==> src/rtl/spi_csel_pkg.sv <==
// Shared definitions for the peripheral-select sequencer.
// Assumes a fixed count of four select lines for the whole block.
package spi_csel_pkg;

    parameter int CS_LINES = 4;

    // One resolved selection: output levels plus its classification.
    typedef struct packed {
        logic [CS_LINES-1:0] lvl_n;   // active-low line levels
        logic                ok;      // selection may be driven
        logic                forbid;  // refused code that must be flagged
    } csel_pick_t;

endpackage

==> src/rtl/spi_csel_map.sv <==
// Select-code mapper: turns a raw code into active-low line levels.
// Direct mode lowers the line at the lowest zero bit of the code; decoder
// mode passes the code through. An all-ones code selects nothing.
// Purely combinational; assumes NCS >= 2.
module spi_csel_map
    import spi_csel_pkg::*;
#(
    parameter int NCS = CS_LINES
) (
    input  logic [NCS-1:0] code,
    input  logic           decode,
    output logic [NCS-1:0] lvl_n,
    output logic           ok,
    output logic           forbid
);

    logic           hit;
    logic [NCS-1:0] one_low;

    // Priority search for the lowest zero bit of the code.
    always_comb begin
        hit     = 1'b0;
        one_low = '1;
        for (int i = 0; i < NCS; i++) begin
            if (!hit && !code[i]) begin
                one_low[i] = 1'b0;
                hit        = 1'b1;
            end
        end
    end

    // Choose between direct and pass-through forms and classify the code.
    always_comb begin
        if (decode) begin
            lvl_n  = code;
            ok     = ~&code;
            forbid = 1'b0;
        end else begin
            lvl_n  = one_low;
            ok     = hit;
            forbid = ~hit;
        end
    end

    // a direct-mode pick lowers exactly one line.
    always_comb begin
        a_r2_single_low : assert (!(ok && !decode) || $onehot(~lvl_n));
    end

endmodule

==> src/rtl/spi_csel_gap.sv <==
// Inter-select gap timer. A load marks a deselect edge. The timer then
// stays busy for max(gap_cfg, MIN_GAP) cycles, and expire is high in its
// last busy cycle. A load always restarts the count.
// Assumes MIN_GAP >= 1 and that MIN_GAP fits in GAP_W bits.
module spi_csel_gap #(
    parameter int GAP_W   = 8,
    parameter int MIN_GAP = 6
) (
    input  logic             clk,
    input  logic             rst_n,
    input  logic             load,
    input  logic [GAP_W-1:0] gap_cfg,
    output logic             busy,
    output logic             expire
);

    localparam logic [GAP_W-1:0] FLOOR = GAP_W'(MIN_GAP);

    logic [GAP_W-1:0] eff_len;
    logic [GAP_W-1:0] remain;
    logic             run;

    // Apply the minimum-length clamp to the programmed gap.
    always_comb begin
        eff_len = (gap_cfg <= FLOOR) ? FLOOR : gap_cfg;
    end

    // Count down from the clamped length; stop once the last cycle is reached.
    always_ff @(posedge clk) begin
        if (!rst_n) begin
            run    <= 1'b0;
            remain <= '0;
        end else if (load) begin
            run    <= 1'b1;
            remain <= eff_len - GAP_W'(1);
        end else if (run) begin
            if (remain == '0) run <= 1'b0;
            else              remain <= remain - GAP_W'(1);
        end
    end

    assign busy   = run;
    assign expire = run && (remain == '0);

    // a freshly loaded gap never counts fewer than the floor.
    a_r7_floor_kept : assert property (@(posedge clk) disable iff (!rst_n)
        load |=> (busy && remain >= FLOOR - GAP_W'(1)));

    // a running gap drops by one per cycle until it expires.
    a_r8_steady_count : assert property (@(posedge clk) disable iff (!rst_n)
        (run && !load && remain != '0) |=> (remain == $past(remain) - GAP_W'(1)));

endmodule

==> src/rtl/spi_csel_seq.sv <==
// Peripheral-select sequencer top. It selects a line on a start strobe and
// releases it on an end strobe. After each release it enforces the idle
// gap, and it holds one start request that arrives during that gap.
// Assumes the strobes are synchronous to clk and each lasts one cycle.
module spi_csel_seq
    import spi_csel_pkg::*;
#(
    parameter int GAP_W   = 8,
    parameter int MIN_GAP = 6
) (
    input  logic                clk,
    input  logic                rst_n,
    input  logic                cfg_var_sel,
    input  logic                cfg_decode,
    input  logic [CS_LINES-1:0] cfg_code,
    input  logic [GAP_W-1:0]    cfg_gap,
    input  logic [CS_LINES-1:0] var_code,
    input  logic                xfer_start,
    input  logic                xfer_end,
    output logic [CS_LINES-1:0] sel_n,
    output logic                ready,
    output logic                code_err
);

    localparam int NCS = CS_LINES;

    logic [NCS-1:0] live_code;
    csel_pick_t     now_pick;
    csel_pick_t     held_pick;
    csel_pick_t     use_pick;
    logic           held;
    logic           live;
    logic [NCS-1:0] sel_q;
    logic           err_q;
    logic           gap_busy;
    logic           gap_expire;
    logic           release_now;
    logic           may_launch;
    logic           want_launch;

    // Pick the code source for this request.
    assign live_code = cfg_var_sel ? var_code : cfg_code;

    spi_csel_map #(.NCS(NCS)) map_i (
        .code   (live_code),
        .decode (cfg_decode),
        .lvl_n  (now_pick.lvl_n),
        .ok     (now_pick.ok),
        .forbid (now_pick.forbid)
    );

    assign release_now = live && xfer_end;

    spi_csel_gap #(.GAP_W(GAP_W), .MIN_GAP(MIN_GAP)) gap_i (
        .clk     (clk),
        .rst_n   (rst_n),
        .load    (release_now),
        .gap_cfg (cfg_gap),
        .busy    (gap_busy),
        .expire  (gap_expire)
    );

    // Decide whether a selection may be driven in this cycle, and which one.
    always_comb begin
        may_launch  = !live && (!gap_busy || gap_expire);
        want_launch = held || xfer_start;
        use_pick    = held ? held_pick : now_pick;
    end

    // Main sequencing: select, release, hold a request during the gap, flag errors.
    always_ff @(posedge clk) begin
        if (!rst_n) begin
            live      <= 1'b0;
            sel_q     <= '1;
            err_q     <= 1'b0;
            held      <= 1'b0;
            held_pick <= '{lvl_n: '1, ok: 1'b0, forbid: 1'b0};
        end else begin
            err_q <= 1'b0;
            if (live) begin
                if (xfer_end) begin
                    live  <= 1'b0;
                    sel_q <= '1;
                end
            end else if (may_launch) begin
                held <= 1'b0;
                if (want_launch) begin
                    if (use_pick.ok) begin
                        live  <= 1'b1;
                        sel_q <= use_pick.lvl_n;
                    end else begin
                        err_q <= use_pick.forbid;
                    end
                end
            end else if (xfer_start && !held) begin
                held      <= 1'b1;
                held_pick <= now_pick;
            end
        end
    end

    assign sel_n    = sel_q;
    assign code_err = err_q;
    assign ready    = !live && !gap_busy;

    // the first cycle after reset shows the idle state.
    a_r1_reset_idle : assert property (@(posedge clk)
        !rst_n |=> (sel_n == '1 && !code_err));

    // the error flag lasts one cycle and never comes with a selection.
    a_r3_err_single : assert property (@(posedge clk) disable iff (!rst_n)
        code_err |=> !code_err);
    a_r3_err_no_sel : assert property (@(posedge clk) disable iff (!rst_n)
        code_err |-> (sel_n == '1));

    // no readiness while a line is selected.
    a_r9_busy_not_ready : assert property (@(posedge clk) disable iff (!rst_n)
        (sel_n != '1) |-> !ready);

    // a release always starts a gap, so readiness cannot return at once.
    a_r9_gap_follows : assert property (@(posedge clk) disable iff (!rst_n)
        release_now |=> (sel_n == '1 && !ready));

    // a selection holds steady until the end strobe.
    a_r11_hold_sel : assert property (@(posedge clk) disable iff (!rst_n)
        (sel_n != '1 && !xfer_end) |=> $stable(sel_n));

endmodule

==> config.mk <==
export PLATFORM = sky130hd
export DESIGN_NAME = spi_csel_seq
export DESIGN_NICKNAME = d
export VERILOG_FILES = /design/src/rtl/spi_csel_pkg.sv /design/src/rtl/spi_csel_map.sv /design/src/rtl/spi_csel_gap.sv /design/src/rtl/spi_csel_seq.sv
export SDC_FILE = /design/constraint.sdc
export NUM_CORES = 1
export LEC_CHECK = 0
export BUFFER_PORTS_ARGS = -buffer_cell sky130_fd_sc_hd__buf_4
export CAP_MARGIN = 20
export CORE_AREA = 4 4 80 45
export DETAILED_ROUTE_END_ITERATION = 10
export DIE_AREA = 0 0 84 49
export GPL_ROUTABILITY_DRIVEN = 0
export HOLD_SLACK_MARGIN = 0.06
export MAX_ROUTING_LAYER = met4
export PLACE_DENSITY = 0.77
export SYNTH_ARGS = -nofsm -noshare
export SYNTH_HDL_FRONTEND = slang
export SYNTH_SLANG_ARGS = --single-unit
==> constraint.sdc <==
create_clock -name clk -period 3.1 [get_ports clk]
set_clock_uncertainty 0.1 [all_clocks]
set_input_delay 0.155 -clock clk [delete_from_list [all_inputs] [get_ports clk]]
set_output_delay 0.155 -clock clk [all_outputs]
set_load 0.1 [all_outputs]
==> run summary <==
CP Launch Type - flop
Fin. Hold Viols - 0
post-synthesis sequential area ratio - 31.7%
max-cap viol count - 0
IO Pins - 28
area leader, netlist - dfxtp_1
switching share of power - 36.3%
Seq pwr share - 39.2%
Max Root-Sink Buffers - 2
most frequent cells in the layout - buf_4, dfxtp_1, nand2_1, nor2_1, a21oi_1
pwr/cell area - 510 nW/um^2
clock network power share - 24.5%
CP Buf/Inv Count - 0
Cell Rows - 14
total core area - 2870 um^2
Via density - 5.81
CP max stage cell - dfxtp_1
CTS Buf Count - 3
leading cell type in the layout, fill and taps excluded - buf_4
Congestion Overflow GR - 0
DRC Markers - 0
Routed WL - 3.66 mm
setup TNS - 0 ps
Synth-to-Final Area Change - 20.8%
Hold Path Class - primary input to flop
Top delay family on crit path - simple AND/OR/NAND/NOR gates
PortBufs - 27
final number of setup-violating endpoints - 0
Filler cells - 272
Sw Pwr - 0.000310 W
Max Fclk - 402 MHz
Cell variety after synth - 47
Comb power frac - 36.3%
RSZ-0062 raised after global routing - no
synth top area cells - dfxtp_1, mux2i_1, nand2_1
worst slew pin tran - 694 ps
LEAKAGE - 0.671 nW
fin crit share - 80.2%
share of layout cells above drive strength 1 - 20.4%
fin crit period - 2490 ps
CP Data Required Time - 3190 ps
Detail Route Antenna Nets - 0
CP endpoint kind - flop
kind of critical path - flop to flop
asr flop ratio synth - 0%
Slew Viols, Final - 0
crit-path cells - and2_1 -> nand2_1 -> a2bb2oi_1 -> ha_1 -> nand3_1 -> nor3_1 -> xnor2_1 -> a211oi_1
CP max stage delay - 740 ps
Max-slew headroom - 53.2%
TritonCTS clock tree - built
post-synth top area share - 31.7%
vias in the first global route - 1298
Clock transition at path regs - 80 ps
clk_lat worst skew - 270 ps
Initial DRC Count - 138
post-layout instance area - 1680 um^2
Critical Path Fanout Max - 17
maximum VDD drop - 0.296 mV
placed inst area - 1610 um^2
DP Wirelength - 2.90 mm
register bit total from synthesis - 22
Int Power - 0.000545 W
first-pass GRT wire length - 6.34 mm
die area - 4120 um^2
1st-pass router iterations - 4
status - finished, final reports clean
initial core utilization - 48.3%
CTS sink count - 22
Yosys warnings - 0
die width - 84 um
pin count of the biggest net entering global routing - 18
H-Tree Depth - 1
Via Count - 1342
clock root buffer - clkbuf_8
GRT Total Usage - 19.5%
n_diodes - 0
Layout Nets - 215
final core occ - 58.4%
dominant synthesized flop cell - dfxtp_1
Synth Area per Inst - 8.31 um^2
mapped cell area - 1390 um^2
routed len/inst - 15.8 um
syn_nets - 190
Post-synth EDFFs - 0
Die H - 49 um
Cells after Synth - 167
initial antenna violation count - 0
critical path arrival - 2570 ps
cell type report:
class                           count  area [um^2]  share of cell area, %
Inverter                            4         15.0                  0.896
Clock buffer                        4         55.1                   3.28
Timing Repair Buffer               29          220                   13.1
Multi-Input combinational cell    132          896                   53.4
Sequential cell                    22          440                   26.3
Tap cell                           40         50.0                   2.99
what timing repair did:
action / in CTS / in global routing
endpoints found under the setup margin: 0 / 0
setup buffers: 0 / 0
gates resized for setup: 0 / 0
hold buffers: 1 / 0
hold endpoints to repair: 1 / 0
worst register-to-register path: stages (launching register included):
cell	delay, ps
dfxtp_1	740
and2_1	440
nand2_1	110
a2bb2oi_1	170
ha_1	260
nand3_1	140
nor3_1	70
xnor2_1	160
a211oi_1	210
synthesized netlist by cell type (2+ instances only):
cell type	count
a21oi_1	10
inv_1	4
nand2b_1	9
a41oi_1	2
o211ai_1	4
and3_1	3
mux2i_1	9
o21ai_0	5
clkbuf_1	6
nor3_1	6
o31ai_1	4
nor2_1	13
or4_1	2
nand2_1	17
a211oi_1	6
nand3_1	5
mux2_1	4
nor4_1	2
xnor2_1	4
a211o_1	2
buf_2	2
nor2b_1	2
dfxtp_1	22
kinds of logic (layout without fill, tap and decap cells):
group / after synthesis / in the layout / share of synthesized area (%)
compound gates: 45 / 45 / 24.8
fa+ha+maj: 1 / 1 / 0.902
simple gates: 68 / 68 / 25.8
mux: 14 / 14 / 10.6
flops: 22 / 22 / 31.7
buf+inv: 13 / 37 / 3.70
xor+xnor: 4 / 4 / 2.52
routing by layer:
layer | wire [um] | track usage [%] | share of wire [%]
met5 | 0 | - | 0
met3 | 306 | 5.56 | 8.4
met2 | 1590 | 27.3 | 43
met4 | 25 | 3.48 | 0.68
met1 | 1740 | 28.0 | 48
power groups by stage:
| stage | Sequential [W] | Combinational (W) | Clock [W] |
|---|---|---|---|
| 2_1_floorplan | 0.000361 | 0.000203 | 0 |
| 3_3_place_gp | 0.000339 | 0.000301 | 0 |
| 3_5_place_dp | 0.000341 | 0.000306 | 0 |
| 4_1_cts | 0.000334 | 0.000309 | 0.000215 |
| 5_1_grt | 0.000339 | 0.000339 | 0.000222 |
| 6_report | 0.000335 | 0.000310 | 0.000209 |
through the flow:
stage	std cells	hold WS, ps	power, W	setup slack, ps
floorplan	167	230	0.000563	881
global placement	226	324	0.000640	622
detailed placement	226	331	0.000647	496
CTS	231	93.8	0.000858	649
global route	231	117	0.000900	402
finish	231	98.1	0.000855	615
registers in the layout (all words and copies together) (netlist names):
name and count:
code_err 1, live 1, gap_i.remain 8, gap_i.busy 1, held_pick 6, held 1, sel_n 4
worst paths after layout:
kind	start	to	slack (ps)	cells past startpoint
setup / recovery	live	gap_i.remain[4]	610	8
hold / removal	cfg_decode	held_pick[0]	100	3
setup reg to reg	live	gap_i.remain[4]	610	8
hold reg to reg	held_pick[0]	held_pick[0]	360	2
(Power assumes the default switching activity.)
